`config.mk`:
```
export PLATFORM = sky130hd
export DESIGN_NAME = gpio_slot_ctl
export DESIGN_NICKNAME = d
export VERILOG_FILES = /design/src/rtl/gpio_slot_pkg.sv /design/src/rtl/gpio_slot_sync.sv /design/src/rtl/gpio_slot_drv.sv /design/src/rtl/gpio_slot_evt.sv /design/src/rtl/gpio_slot_ctl.sv
export SDC_FILE = /design/constraint.sdc
export NUM_CORES = 1
export LEC_CHECK = 0
export BUFFER_PORTS_ARGS = -buffer_cell sky130_fd_sc_hd__buf_2
export CELL_PAD_IN_SITES_DETAIL_PLACEMENT = 0
export CELL_PAD_IN_SITES_GLOBAL_PLACEMENT = 1
export CORE_UTILIZATION = 39
export CTS_BUF_LIST = sky130_fd_sc_hd__clkbuf_4
export CTS_CLUSTER_SIZE = 25
export DETAILED_ROUTE_END_ITERATION = 10
export MAX_ROUTING_LAYER = met4
export PLACE_DENSITY = 0.83
export SETUP_SLACK_MARGIN = 0.3
export SKIP_LAST_GASP = 1
export SLEW_MARGIN = 20
export SYNTH_ARGS = -nofsm -noshare
export SYNTH_HDL_FRONTEND = slang
export SYNTH_SLANG_ARGS = --single-unit
```
`constraint.sdc`:
```
create_clock -name clk -period 1.7 [get_ports clk]
set_clock_uncertainty 0.05 [all_clocks]
set_input_delay 0.425 -clock clk [delete_from_list [all_inputs] [get_ports clk]]
set_output_delay 0.425 -clock clk [all_outputs]
set_load 0.005 [all_outputs]
```
`src/rtl/gpio_slot_pkg.sv`:
```
package gpio_slot_pkg;
    localparam int unsigned SLOT_W    = 20;
    localparam int unsigned PIN_LSB   = 4;
    localparam int unsigned NPINS     = SLOT_W - PIN_LSB;
    localparam int unsigned VEND_W    = PIN_LSB - 1;
    localparam int unsigned IRQ_BIT   = 0;
    localparam int unsigned SYNC_STG  = 2;
endpackage

```
`src/rtl/gpio_slot_sync.sv`:
```
module gpio_slot_sync #(
    parameter int unsigned W      = 16,
    parameter int unsigned STAGES = 2
) (
    input  logic         clk,
    input  logic         rst_n,
    input  logic [W-1:0] async_i,
    output logic [W-1:0] sync_o
);
    typedef struct packed {
        logic [STAGES-1:0][W-1:0] stage;
    } sync_state_t;

    sync_state_t st_d, st_q;

    always_comb begin
        st_d = st_q;
        st_d.stage[0] = async_i;
        for (int s = 1; s < STAGES; s++) begin
            st_d.stage[s] = st_q.stage[s-1];
        end
    end

    always_ff @(posedge clk or negedge rst_n) begin
        if (!rst_n) st_q <= '0;
        else        st_q <= st_d;
    end

    assign sync_o = st_q.stage[STAGES-1];
endmodule

```
`src/rtl/gpio_slot_drv.sv`:
```
module gpio_slot_drv #(
    parameter int unsigned W = 16
) (
    input  logic         clk,
    input  logic         rst_n,
    input  logic         strobe_i,
    input  logic         wr_valid_i,
    input  logic [W-1:0] wr_bits_i,
    input  logic [W-1:0] dir_i,
    input  logic [W-1:0] oe_i,
    output logic [W-1:0] pin_out_o,
    output logic [W-1:0] pin_oe_o
);
    typedef struct packed {
        logic [W-1:0] val;
        logic [W-1:0] loaded;
    } drv_state_t;

    drv_state_t st_d, st_q;
    logic [W-1:0] wr_sel;

    always_comb begin
        st_d   = st_q;
        wr_sel = (strobe_i && wr_valid_i) ? dir_i : '0;
        for (int i = 0; i < W; i++) begin
            if (wr_sel[i]) begin
                st_d.val[i]    = wr_bits_i[i];
                st_d.loaded[i] = 1'b1;
            end
        end
    end

    always_ff @(posedge clk or negedge rst_n) begin
        if (!rst_n) st_q <= '0;
        else        st_q <= st_d;
    end

    assign pin_out_o = st_q.val;
    assign pin_oe_o  = dir_i & oe_i & st_q.loaded;


    out_change_only_on_write_chk: assert property (@(posedge clk) disable iff (!rst_n)
        !(strobe_i && wr_valid_i) |=> $stable(pin_out_o));


    input_pin_hold_chk: assert property (@(posedge clk) disable iff (!rst_n)
        strobe_i |=> (((pin_out_o ^ $past(pin_out_o)) & ~$past(dir_i)) == '0));
endmodule

```
`src/rtl/gpio_slot_evt.sv`:
```
module gpio_slot_evt #(
    parameter int unsigned W = 16
) (
    input  logic         clk,
    input  logic         rst_n,
    input  logic         strobe_i,
    input  logic [W-1:0] sync_i,
    input  logic [W-1:0] dir_i,
    input  logic [W-1:0] mask_i,
    output logic         flag_o
);
    typedef struct packed {
        logic [W-1:0] last;
        logic         pend;
    } evt_state_t;

    evt_state_t st_d, st_q;
    logic [W-1:0] hits;
    logic         hit_any;

    always_comb begin
        st_d    = st_q;
        hits    = (sync_i ^ st_q.last) & ~dir_i & mask_i;
        hit_any = |hits;
        st_d.last = sync_i;
        if (strobe_i) st_d.pend = 1'b0;
        else          st_d.pend = st_q.pend | hit_any;
    end

    always_ff @(posedge clk or negedge rst_n) begin
        if (!rst_n) st_q <= '0;
        else        st_q <= st_d;
    end

    assign flag_o = st_q.pend | hit_any;
endmodule

```
`src/rtl/gpio_slot_ctl.sv`:
```
module gpio_slot_ctl
    import gpio_slot_pkg::*;
(
    input  logic              clk,
    input  logic              rst_n,
    input  logic              frame_strobe,
    input  logic [SLOT_W-1:0] out_slot,
    input  logic              out_valid,
    output logic [SLOT_W-1:0] in_slot,
    input  logic [NPINS-1:0]  cfg_dir,
    input  logic [NPINS-1:0]  cfg_oe,
    input  logic [NPINS-1:0]  cfg_mask,
    input  logic [NPINS-1:0]  pin_in,
    output logic [NPINS-1:0]  pin_out,
    output logic [NPINS-1:0]  pin_oe
);
    typedef struct packed {
        logic [SLOT_W-1:0] slot;
    } top_state_t;

    top_state_t       st_d, st_q;
    logic [NPINS-1:0] pin_sync;
    logic [NPINS-1:0] status;
    logic             irq_flag;
    logic [PIN_LSB-1:0] unused_low;

    assign unused_low = out_slot[PIN_LSB-1:0];

    gpio_slot_sync #(.W(NPINS), .STAGES(SYNC_STG)) u_sync (
        .clk     (clk),
        .rst_n   (rst_n),
        .async_i (pin_in),
        .sync_o  (pin_sync)
    );

    gpio_slot_drv #(.W(NPINS)) u_drv (
        .clk        (clk),
        .rst_n      (rst_n),
        .strobe_i   (frame_strobe),
        .wr_valid_i (out_valid),
        .wr_bits_i  (out_slot[SLOT_W-1:PIN_LSB]),
        .dir_i      (cfg_dir),
        .oe_i       (cfg_oe),
        .pin_out_o  (pin_out),
        .pin_oe_o   (pin_oe)
    );

    gpio_slot_evt #(.W(NPINS)) u_evt (
        .clk      (clk),
        .rst_n    (rst_n),
        .strobe_i (frame_strobe),
        .sync_i   (pin_sync),
        .dir_i    (cfg_dir),
        .mask_i   (cfg_mask),
        .flag_o   (irq_flag)
    );

    always_comb begin
        st_d   = st_q;
        status = (cfg_dir & pin_out) | (~cfg_dir & pin_sync);
        if (frame_strobe) begin
            st_d.slot = {status, {VEND_W{1'b0}}, irq_flag};
        end
    end

    always_ff @(posedge clk or negedge rst_n) begin
        if (!rst_n) st_q <= '0;
        else        st_q <= st_d;
    end

    assign in_slot = st_q.slot;


    slot_hold_chk: assert property (@(posedge clk) disable iff (!rst_n)
        !frame_strobe |=> $stable(in_slot));


    vendor_zero_chk: assert property (@(posedge clk) disable iff (!rst_n)
        in_slot[PIN_LSB-1:1] == '0);


    same_frame_chk: assert property (@(posedge clk) disable iff (!rst_n)
        frame_strobe |=> ((in_slot[SLOT_W-1:PIN_LSB] & $past(cfg_dir)) ==
                          ($past(pin_out) & $past(cfg_dir))));


    flag_rise_chk: assert property (@(posedge clk) disable iff (!rst_n)
        $rose(in_slot[IRQ_BIT]) |-> $past(frame_strobe));
endmodule

```
==> flow_summary.ini <==
[floorplanning]
dieHeight_um = 99.98
die_w_um = 99.98
core_area_um2 = 9284
initial_utilization_pct = 40.32
rows = 35
io_pins = 140
dieArea_um2 = 9995

[run]
maxCapViolCount = 0

[clock_tree]
clkSinkCount = 98
clk_pin_slew_ps = 150
cts_tree = done
cts_buffers = 9
clock_path_buffers = 2
root_buffer = clkbuf_4
clock_latency_ps = 420
h-tree-depth = 3

[placement]
portBuffers = 132
place_ws_ps = 120.4
dpl.hpwl_um = 5072
placed_area_um2 = 4502
gp_congestion = 0.7639

[critical_path]
cp-end-kind = output port
cp.arrival_ps = 1100
rrSetupSlack_ps = 310
critical_path_class = reg -> out
crit_start = u_drv.st_q[2]
crit_path_start_kind = register
crit_required_ps = 1220
worstPathMaxFanout = 2
r2r_start = u_sync.sync_o[15]

[global_route]
grt_pass1_wl_um = 11860
grt_pass1_vias = 2464
grt_max_degree = 99
antenna_found_initial = 0
grt_overflow_total = 0
grt.total_usage_pct = 15.97

[final_layout]
final_layout_size_suffix_gt1_share_pct = 50.98
fillers = 853
multiInputGateArea_um2 = 1270
fin_area_um2 = 5129
n_antenna_cell = 0
syn_to_final_growth_pct = 37.00
layout.area.seq_um2 = 2452
layout.nets = 542

[power_and_ir_drop]
leakage_uw = 0.002576
powerDensity_nw_per_um2 = 930.8
peakVddDrop_uv = 417.0

[route]
firstDrtPassIters = 4
num_vias = 2613
drc = 0
via_per_inst = 4.444
drt_iter0_drc = 40
drtAntennaViolNets = 0
wl_um = 7646
routedWlPerCell_um = 13.00

[min_path]
hold_path_class = in -> reg
hp-start = pin_in[9]

[sta]
period_needed_ps = 1578
finalHoldViolations = 0
post-route-period-util_pct = 92.83
max-slew-margin-rel_pct = 64.48
fmax_mhz = 633.7
setup_violations = 0
setup_ws_ps = 121.9
fin_tns_setup_ps = 0
rsz0062_at_grt = true
drv_slew = 0
tightest_slew_ps = 532.9

[logic_synthesis]
synth_edf_count = 0
synth_top_family_by_area = simple AND/OR/NAND/NOR gates
ys_ff_latch = 98
synthMuxAreaShare_pct = 9.993
netlist_top_cells_area = dfrtp_1, mux2i_1, buf_4, nand2b_1, mux2_4
synthFlopType = dfrtp_1
avgSynthCellArea_um2 = 13.28
yosysSeqAreaShare_pct = 65.51
synth-simple-area-share_pct = 11.10
yosysTopAreaCell = dfrtp_1
async_reset_ff_share_pct = 100.0
synthXorXnorAreaFrac_pct = 3.743
synth_most_common_cell = dfrtp_1
yosysWarnings = 0
synth_area_um2 = 3744
synth_commonest_cells = dfrtp_1, nand2b_1, buf_4
synth_top_area_share_pct = 65.51
synth_cell_types = 24
synth_cells = 282
synth-adder-area-share_pct = 0
synth_compound_area_share_pct = 4.144

[outcome]
outcome = finished clean
## report_power, final
group          switching [uW]  total [uW]  internal (uW)
sequential                104        2620           2520
clock                     747        1220            472
combinational             373         932            559
total                    1220        4770           3550
## worst max-delay path, stage by stage (launching register included)
cell     delay (ps)
dfrtp_1         410
and3_1          160
buf_2           120
## layout by cell type (no fill, tap or decap)
cell and n:
buf_2 131, dfrtp_1 98, buf_4 46, nand2b_1 22, nor2_1 17, and3_1 16, mux2i_1 16, a21oi_1 16
nand2_4 10, mux2_4 10, clkbuf_4 10, xnor2_1 7, inv_1 6, xnor2_2 6, nand2_1 6, mux2_2 6
dlygate4sd3_1 6, o32ai_2 5, nor2b_1 3, xor2_1 3, conb_1 3, nor4_2 2, a31oi_1 2, clkinv_4 2
clkinv_2 2, a222oi_1 1, nor3b_1 1, o32ai_1 1, and2_1 1, and2_4 1, bufinv_16 1, inv_6 1
buf_12 1
## through the flow
stage	power, uW	utilization [%]	std cells	hold slack, ps
floorplan	3081	-	284	79.41
global placement	3339	48.49	522	282.6
detailed placement	3361	48.49	522	284.7
CTS	4750	52.84	569	6.654
global route	5046	55.24	588	0.04152
finish	4774	55.24	588	42.63
## final timing paths
check	endpoint	cells past startpoint
max	pin_oe[2]	2
min in group asynchronous	u_sync.st_d[22]	3
min	u_sync.st_d[25]	1
max in group asynchronous	u_evt.st_q[1]	3
max reg2reg	in_slot[0]	5
min reg2reg	u_sync.sync_o[0]	0
## layer usage
layer  vias to the layer above  global-route usage, %  part of all wire, %
li1                       1269                      -                    -
met1                      1257                  20.69                   45
met2                        79                  25.20                   50
met3                         8                  3.134                  3.9
met4                         0                  5.686                 0.72
met5                         -                      -                    0
## state kept, by name, indices dropped and copies added, names as in the netlist
name	cells
in_slot	17
u_evt.st_q	17
u_drv.pin_out_o	16
u_drv.st_q	16
u_sync.st_d	16
u_sync.sync_o	16
## area by class of cell
type                    count  share of cell area, %
multi-input cells         155                  24.76
clock inverters             6                  1.293
flip-flops and latches     98                  47.82
clock buffers              10                  1.464
inverters                   6                 0.4391
well taps                 129                  3.147
repair buffers            184                  21.08
## logic make-up (layout without fill, tap and decap cells)
logic type | count (synthesis) | in the layout
other | 1 | 3
xor gates and xnor gates | 16 | 16
buffers and inverters | 31 | 206
DFF | 98 | 98
muxes | 32 | 32
AOI/OAI and AO/OA | 25 | 25
and+or+nand+nor | 79 | 79
## repair_timing
| item | CTS | global route |
|---|---|---|
| buffers inserted | 30 | 14 |
| hold buffers | 1 | 5 |
| pin swaps | 21 | 8 |
| setup endpoints to repair | 51 | 51 |
| endpoints found under the hold margin | 47 | 5 |
| resized for setup | 4 | 9 |
No activity file was read; power rests on OpenSTA's default activity.
